[config.mk]
export PLATFORM = sky130hd
export DESIGN_NAME = twm_master
export DESIGN_NICKNAME = d
export VERILOG_FILES = /design/src/rtl/twm_pkg.sv /design/src/rtl/twm_ctrl.sv /design/src/rtl/twm_dp.sv /design/src/rtl/twm_master.sv
export SDC_FILE = /design/constraint.sdc
export NUM_CORES = 1
export LEC_CHECK = 0
export BUFFER_PORTS_ARGS = -buffer_cell sky130_fd_sc_hd__buf_2
export CAP_MARGIN = 5
export CORE_ASPECT_RATIO = 2
export CORE_MARGIN = 2
export CORE_UTILIZATION = 60
export CTS_CLUSTER_DIAMETER = 100
export DETAILED_ROUTE_END_ITERATION = 10
export PLACE_DENSITY = 0.84
export SLEW_MARGIN = 25
export SYNTH_ARGS = -nofsm -noshare
export SYNTH_HDL_FRONTEND = slang
export SYNTH_SLANG_ARGS = --single-unit
[constraint.sdc]
create_clock -name clk -period 4.1 [get_ports clk]
set_input_delay 0.82 -clock clk [delete_from_list [all_inputs] [get_ports clk]]
set_output_delay 0.82 -clock clk [all_outputs]
set_load 0.01 [all_outputs]
[src/rtl/twm_pkg.sv]
package twm_pkg;
  localparam int DATA_W        = 8;
  localparam int CMD_W         = 4;
  localparam int BITS_PER_XFER = DATA_W + 1;

  localparam logic [CMD_W-1:0] CMD_SEND  = 4'h1;
  localparam logic [CMD_W-1:0] CMD_FETCH = 4'h2;

  typedef struct packed {
    logic load;     // copy data register into shifter
    logic updSda;   // present next SDA level
    logic sample;   // capture SDA at end of high phase
    logic finish;   // last sample of the transfer
    logic ackBit;   // current bit is the acknowledge slot
    logic txMode;   // transfer is a send
  } strobe_t;
endpackage

[src/rtl/twm_ctrl.sv]
module twm_ctrl
  import twm_pkg::*;
#(
  parameter int HALF = 4
) (
  input  logic             clk,
  input  logic             rstN,
  input  logic             enable,
  input  logic             cmdWe,
  input  logic [CMD_W-1:0] cmd,
  output strobe_t          stb,
  output logic             busy,
  output logic             irq,
  output logic             scl
);
  localparam int CNT_W = (HALF > 1) ? $clog2(HALF) : 1;
  localparam int BIT_W = $clog2(BITS_PER_XFER);

  typedef enum logic [1:0] {ST_IDLE, ST_LOW, ST_HIGH} state_t;

  state_t           state;
  logic [CNT_W-1:0] phaseCnt;
  logic [BIT_W-1:0] bitIdx;
  logic             txMode;

  logic phaseEnd, lastBit, accept, validCmd;

  assign phaseEnd = (phaseCnt == CNT_W'(HALF - 1));
  assign lastBit  = (bitIdx == BIT_W'(BITS_PER_XFER - 1));
  assign validCmd = (cmd == CMD_SEND) || (cmd == CMD_FETCH);
  assign accept   = (state == ST_IDLE) && enable && cmdWe && validCmd;
  assign busy     = (state != ST_IDLE);

  always_comb begin
    stb        = '0;
    stb.load   = accept;
    stb.updSda = (state == ST_LOW) && (phaseCnt == '0);
    stb.sample = (state == ST_HIGH) && phaseEnd;
    stb.finish = stb.sample && lastBit;
    stb.ackBit = lastBit;
    stb.txMode = txMode;
  end

  always_ff @(posedge clk) begin
    if (!rstN) begin
      state    <= ST_IDLE;
      phaseCnt <= '0;
      bitIdx   <= '0;
      txMode   <= 1'b0;
      scl      <= 1'b1;
      irq      <= 1'b0;
    end else begin
      irq <= 1'b0;
      unique case (state)
        ST_IDLE: begin
          if (accept) begin
            state    <= ST_LOW;
            phaseCnt <= '0;
            bitIdx   <= '0;
            txMode   <= (cmd == CMD_SEND);
            scl      <= 1'b0;
          end
        end
        ST_LOW: begin
          if (phaseEnd) begin
            state    <= ST_HIGH;
            phaseCnt <= '0;
            scl      <= 1'b1;
          end else begin
            phaseCnt <= phaseCnt + 1'b1;
          end
        end
        ST_HIGH: begin
          if (phaseEnd) begin
            phaseCnt <= '0;
            if (lastBit) begin
              state <= ST_IDLE;
              irq   <= 1'b1;
            end else begin
              state  <= ST_LOW;
              bitIdx <= bitIdx + 1'b1;
              scl    <= 1'b0;
            end
          end else begin
            phaseCnt <= phaseCnt + 1'b1;
          end
        end
        default: state <= ST_IDLE;
      endcase
    end
  end

  // the end pulse comes only in the first idle cycle after a transfer
  p_irq_at_busy_fall_r7: assert property (@(posedge clk) disable iff (!rstN)
    irq |-> (!busy && $past(busy)));

  // the bus clock rests high whenever no transfer runs
  p_scl_parked_r3: assert property (@(posedge clk) disable iff (!rstN)
    !busy |-> scl);

  // the phase counter never passes the half period
  p_phase_bound_r2: assert property (@(posedge clk) disable iff (!rstN)
    phaseCnt <= CNT_W'(HALF - 1));
endmodule

[src/rtl/twm_dp.sv]
module twm_dp
  import twm_pkg::*;
(
  input  logic              clk,
  input  logic              rstN,
  input  strobe_t           stb,
  input  logic              busy,
  input  logic              sclLevel,
  input  logic              dataWe,
  input  logic [DATA_W-1:0] dataIn,
  input  logic              sdaIn,
  output logic [DATA_W-1:0] dataReg,
  output logic              rxAck,
  output logic              sdaLow
);
  logic [DATA_W-1:0] shiftReg;

  always_ff @(posedge clk) begin
    if (!rstN) begin
      dataReg  <= '0;
      shiftReg <= '0;
      rxAck    <= 1'b0;
      sdaLow   <= 1'b0;
    end else begin
      if (dataWe && !busy) dataReg <= dataIn;
      if (stb.load) shiftReg <= dataReg;
      if (stb.updSda) sdaLow <= stb.txMode && !stb.ackBit && !shiftReg[DATA_W-1];
      if (stb.sample && !stb.ackBit) shiftReg <= {shiftReg[DATA_W-2:0], sdaIn};
      if (stb.finish) begin
        sdaLow <= 1'b0;
        if (stb.txMode) rxAck <= !sdaIn;
        else            dataReg <= shiftReg;
      end
    end
  end

  // SDA holds its level for as long as the bus clock stays high
  p_sda_still_high_scl_r4: assert property (@(posedge clk) disable iff (!rstN)
    (sclLevel && $past(sclLevel)) |-> $stable(sdaLow));

  // the data register is frozen while a transfer runs
  p_data_hold_busy_r8: assert property (@(posedge clk) disable iff (!rstN)
    (busy && $past(busy)) |-> $stable(dataReg));
endmodule

[src/rtl/twm_master.sv]
module twm_master
  import twm_pkg::*;
#(
  parameter int CLK_HZ = 200_000_000,
  parameter int SCL_HZ = 78_000
) (
  input  logic              clk,
  input  logic              rstN,
  input  logic              pinEnable,
  input  logic              dataWe,
  input  logic [DATA_W-1:0] dataIn,
  input  logic              cmdWe,
  input  logic [CMD_W-1:0]  cmd,
  output logic [DATA_W-1:0] dataOut,
  output logic              busy,
  output logic              irq,
  output logic              rxAck,
  output logic              sclOut,
  output logic              sclOe,
  input  logic              sdaIn,
  output logic              sdaPullLow
);
  localparam int HALF_RAW = (CLK_HZ + 2 * SCL_HZ - 1) / (2 * SCL_HZ);
  localparam int HALF     = (HALF_RAW < 2) ? 2 : HALF_RAW;

  strobe_t stb;
  logic    sclLevel, sdaLow;

  twm_ctrl #(.HALF(HALF)) u_ctrl (
    .clk(clk), .rstN(rstN), .enable(pinEnable), .cmdWe(cmdWe), .cmd(cmd),
    .stb(stb), .busy(busy), .irq(irq), .scl(sclLevel)
  );

  twm_dp u_dp (
    .clk(clk), .rstN(rstN), .stb(stb), .busy(busy), .sclLevel(sclLevel),
    .dataWe(dataWe), .dataIn(dataIn), .sdaIn(sdaIn),
    .dataReg(dataOut), .rxAck(rxAck), .sdaLow(sdaLow)
  );

  assign sclOut     = sclLevel;
  assign sclOe      = pinEnable;
  assign sdaPullLow = sdaLow && pinEnable;

  // with the pins handed back, the data line is never pulled
  p_pins_released_r9: assert property (@(posedge clk) disable iff (!rstN)
    !pinEnable |-> (!sdaPullLow && !sclOe));
endmodule

# == Word-level counts from Yosys, hierarchy flattened ==
# Index checks and enable logic that the tools add are counted.
# totals
reg_bits,38
in_bits,18
out_inout_bits,14
word_cells,78
# op_classes
add_sub_neg,2
n_eq_ne,10
muxes,23
bitwise,1
reduce_logical,32
# ops
op,count
2-to-1 mux 8 bit,5
2-to-1 mux 11 bit,2
case mux 11 bit (2 select lines),1
2-to-1 mux 4 bit,3
"adder 11 x 1 -> 11 bit, second input constant",1
"equality test 11 bit, second input constant",1
logical AND 1 bit,11
logical NOT 11 bit,1
case mux 4 bit (2 select lines),1
nonzero test 2 bit,4
2-to-1 mux 1 bit,6
2-to-1 mux 2 bit,3
"!= test 2 x 1 -> 1 bit, second input constant",3
case mux 2 bit (3 select lines),1
AND reduction 2 bit,3
AND reduction 3 bit,2
AND reduction 5 bit,1
"adder 4 x 1 -> 4 bit, second input constant",1
"equality test 4 x 1 -> 1 bit, second input constant",1
"equality test 4 x 2 -> 1 bit, second input constant",1
"equality test 4 bit, second input constant",1
logical NOT 1 bit,4
AND reduction 4 bit,1
OR reduction 2 bit,2
other kinds (8),8

# == Logic depth before layout (Yosys ltp) ==
# logic_depth
ltp_word,6
ltp_mapped,9
ltp_nobuf,7

# == Modules after synthesis ==
# A second synthesis with hierarchy kept.
# unflattened
hier_cells,241
hier_area_um2,2153.3
# modules_own_cells
mod,instances,cells_per_inst,area_per_inst_um2,seq_area_each_um2
twm_ctrl,1,159,1278.7,400.4
twm_dp,1,80,860.8,360.3
twm_master,1,2,13.8,0.0

# == Worst setup path after synthesis ==
# Ideal clock, no wire load.
# synth_path
kind,input -> register
from,input cmd[2]
to,register u_ctrl.phaseCnt[9]
setup_time_ns,0.121
arrival_ns,2.033
required_ns,3.979
slack_ns,1.946
stages,6
n_path_buf,1
path_cell_list,nand4bb_1 o31a_1 buf_1 nor3_1 xnor2_1 nor2_1
# synth_via
elab_chain_len,5
# synth_lines
element,line_no,text
from (decl),twm_master.sv:13,"input logic [CMD_W-1:0] cmd,"
equality test 4 x 1 -> 1 bit / equality test 4 x 2 -> 1 bit (equally long branches),twm_ctrl.sv:30,assign validCmd = (cmd == CMD_SEND) || (cmd == CMD_FETCH);
logical OR 1 bit *,twm_ctrl.sv:30,
logical AND 1 bit *,twm_ctrl.sv:31,assign accept = (state == ST_IDLE) && enable && cmdWe && validCmd;
!= test 2 x 1 -> 1 bit (no line) *,--,
AND reduction 2 bit (no line) *,--,
to (signal assigned),twm_ctrl.sv:70,phaseCnt <= phaseCnt + 1'b1;
to (signal assigned),twm_ctrl.sv:85,phaseCnt <= phaseCnt + 1'b1;
to (decl),twm_ctrl.sv:22,logic [CNT_W-1:0] phaseCnt;
# Mark *: on every way between the ends. The rest lies on a longest branch, timed or not.
# A chain may end at the register's enable or synchronous reset.

# == Worst setup path after layout ==
# layout_path
from,register u_ctrl.phaseCnt[4]
to,register u_ctrl.bitIdx[0]
# layout_via
elab_chain_len,3
# layout_lines
element,line_no,text
equality test 11 bit,twm_ctrl.sv:28,assign phaseEnd = (phaseCnt == CNT_W'(HALF - 1));
!= test 2 x 1 -> 1 bit (no line),--,
AND reduction 4 bit (no line),--,
to (signal assigned),twm_ctrl.sv:81,bitIdx <= bitIdx + 1'b1;
to (decl),twm_ctrl.sv:23,logic [BIT_W-1:0] bitIdx;
# Every way passes these cells.

==> summary.md <==
| Metric | Value |
|---|---|
| RSZ-0062 raised after global routing | false |
| Setup bufs post-CTS | 0 |
| Worst hold endpoint | u_ctrl.scl |
| Final core utilization | 71.2% |
| Async set or reset register ratio after synthesis | 0% |
| LEAKAGE | 0.000976 µW |
| IO Pins | 32 |
| Reg-to-Reg End | u_ctrl.bitIdx[0] |
| Final antenna-violating net count | 0 |
| Hold violation total from the final report | 0 |
| Main combinational cell family by area after synthesis | simple AND/OR/NAND/NOR gates |
| Tmin final | 2.31 ns |
| Share of cells above drive strength 1 | 17.3% |
| Met3 usage | 3.58% |
| Number of max-slew violations in the final report | 0 |
| Pin count of the biggest net entering global routing | 24 |
| Post-synthesis compound-gate area fraction | 16.3% |
| Cell with the most instances after synthesis | dfxtp_1 |
| Status | completed |
| Post-CTS sizing | 0 |
| Clock Skew | 0.00858 ns |
| Ys Warns | 0 |
| Reg2Reg Depth | 5 |
| Worst EP arrival | 2.54 ns |
| Tcrit/Tclk final | 56.3% |
| # H-tree levels | 2 |
| Gr busiest metal | met2 |
| Mean post-synth cell area | 8.80 µm² |
| TritonCTS Sinks | 38 |
| Clk Latency, worst-skew pair | 0.30 ns |
| CTS tree | built |
| CP endpoint kind | flop |
| Post-synth cell types | 46 |
| Clock Path Buffers | 2 |
| Post-synthesis mux area share | 8.52% |
| Die H | 85.6 µm |
| First drt pass iteration count | 4 |
| DPL Wire Length | 3.31 mm |
| Routed WL per cell | 15.5 µm |
| DRC viols | 0 |
| Total CTS buffers | 5 |
| Worst reg2reg startpoint | u_ctrl.phaseCnt[4] |
| Via count | 1758 |
| I/O Buffers | 31 |
| Met1 usage | 23.0% |
| Cell count after synthesis | 227 |
| Initial core utilization | 62.6% |
| Hold Buf Count CTS | 0 |
| ANT cells | 0 |
| Worst Hold Depth | 2 |
| R2R setup slack | 1.79 ns |
| Global route overflow | 0 |
| Num rows | 29 |
| Post-synth EDFFs | 0 |
| HP Start | u_ctrl.scl |
| Adder-cell share of the synthesized area | 6.26% |
| Vias/cell | 6.15 |
| DIE WIDTH | 44.8 µm |
| Post-synthesis register bit count | 38 |
| Yosys top cell by area | dfxtp_1 |
| Routability cong. | 0.843 |
| Core Box Area | 3190 µm² |
| Slew headroom | 60.4% |
| Maxcap violations | 0 |
| DRT iter0 DRCs | 31 |
| Root Buffer | clkbuf_8 |
| Synth cell count leaders | dfxtp_1 (38), nor2_1 (21), mux2i_1 (17), o21ai_1 (14) |
| Antenna violations before repair | 0 |
| XOR/XNOR share of the synthesized area | 3.94% |
| Die Footprint | 3840 µm² |
| Mapped cell area | 2000 µm² |
| Final Setup Violations | 0 |
| Most used DFF post-synth | dfxtp_1 |
| Hold Path Class | flop to flop |
| Vias in the first global route | 1732 |
| Post-synth top area share | 38.1% |
| Syn nets | 255 |
| Area grow syn2layout | 13.8% |
| First-pass GRT wire length | 7.26 mm |
| FMAX | 433 MHz |
| GR Util met2 | 47.8% |
| Synth area leaders | dfxtp_1 (38%), mux2i_1 (8.5%), ha_1 (6.3%), nor2_1 (3.9%), xnor2_1 (3.9%) |
| Setup TNS | 0 ns |
| Fill cell total of the finished layout | 274 |
| Final WL | 4.44 mm |
| Critical path class | flop to flop |
| Post-synthesis sequential area ratio | 38.1% |
| Worst Max-Slew Pin Slew | 0.594 ns |
| Critical Path Start Type | flop |
| CP max FO | 19 |
| CP required | 4.33 ns |
| Power Density | 422 nW/µm² |
| GRT Util Overall | 24.9% |
| Post-Synth Simple-Gate Area | 22.7% |
| Worst-path clk slew | 0.08 ns |
| Fin nets | 282 |
| Worst IR Drop VDD | 379 µV |
## worst max path at each step
stage                             from                  to  slack [ns]  cells after the start
finish              u_ctrl.phaseCnt[4]    u_ctrl.bitIdx[0]        1.79                      5
global route          u_ctrl.bitIdx[0]    u_ctrl.bitIdx[0]        1.66                      7
CTS                 u_ctrl.phaseCnt[4]    u_ctrl.bitIdx[0]        1.78                      5
detailed placement              cmd[2]  u_ctrl.phaseCnt[9]        1.76                      6
global placement                cmd[2]  u_ctrl.phaseCnt[5]        1.78                      6
floorplan                       cmd[2]  u_ctrl.phaseCnt[9]        1.95                      6
## cells in the final DEF, fill, tap and decap left out, types with 4 or more instances in the layout
cell type,instances
a21oi_1,12
mux2i_1,17
o21ai_1,14
nand4_1,4
or3_1,4
dfxtp_1,38
nand2_1,11
nand3_1,12
xnor2_1,9
o21ai_0,4
nor3_1,7
clkbuf_8,5
inv_1,7
nor2_1,21
a211oi_1,8
ha_1,10
buf_2,31
## worst max-delay path, cell delays in order, from the launching register on
cell	delay (ns)
dfxtp_1	0.36
or4_4	0.60
or4_1	0.85
nor3_1	0.23
a31oi_1	0.06
a21oi_1	0.15
## metal layers
layer  wire [µm]  part of all wire (%)
met5           0                     0
met4         144                   3.2
met3         144                   3.2
met1        1610                    36
met2        2540                    57
## final cells by class
| cell class | instances | area, µm² | share of cell area [%] |
|---|---|---|---|
| multi-input combinational | 170 | 1150 | 50.7 |
| sequential | 38 | 761 | 33.4 |
| timing repair buffer | 31 | 155 | 6.82 |
| clock buffer | 5 | 68.8 | 3.03 |
| clock inverter | 3 | 68.8 | 3.03 |
| tap | 31 | 38.8 | 1.71 |
| inverter | 8 | 30.0 | 1.32 |
## logic make-up after synthesis
logic type / count (synthesis)
AO/OA/AOI/OAI: 52
XOR/XNOR: 9
adder cells (fa/ha/maj): 10
buffers and inverters: 19
flip-flops: 38
multiplexers: 17
AND/OR/NAND/NOR: 82
## state kept, by name, summed over array words and instances, names as in the netlist
register and cells:
u_ctrl.bitIdx 4, u_ctrl.state 2, u_dp.dataReg 8, u_ctrl.txMode 1, u_ctrl.scl 1, u_dp.shiftReg 8
u_ctrl.irq 1, u_ctrl.phaseCnt 11, u_dp.rxAck 1, u_dp.sdaLow 1
## stage by stage
| step | area [µm²] | total power (µW) | cells | setup slack, ns | hold slack (ns) |
|---|---|---|---|---|---|
| floorplan | 2000 | 530 | 227 | 1.95 | 0.452 |
| global placement | 2140 | 584 | 278 | 1.78 | 0.454 |
| detailed placement | 2140 | 587 | 278 | 1.76 | 0.461 |
| CTS | 2270 | 966 | 286 | 1.78 | 0.482 |
| global route | 2270 | 997 | 286 | 1.66 | 0.542 |
| finish | 2270 | 961 | 286 | 1.79 | 0.478 |
## power breakdown
group	switching [µW]	internal [µW]
Combinational	108	70.5
Clock	137	244
Sequential	14.7	387
Note: power is estimated with default switching activity, not from simulation.
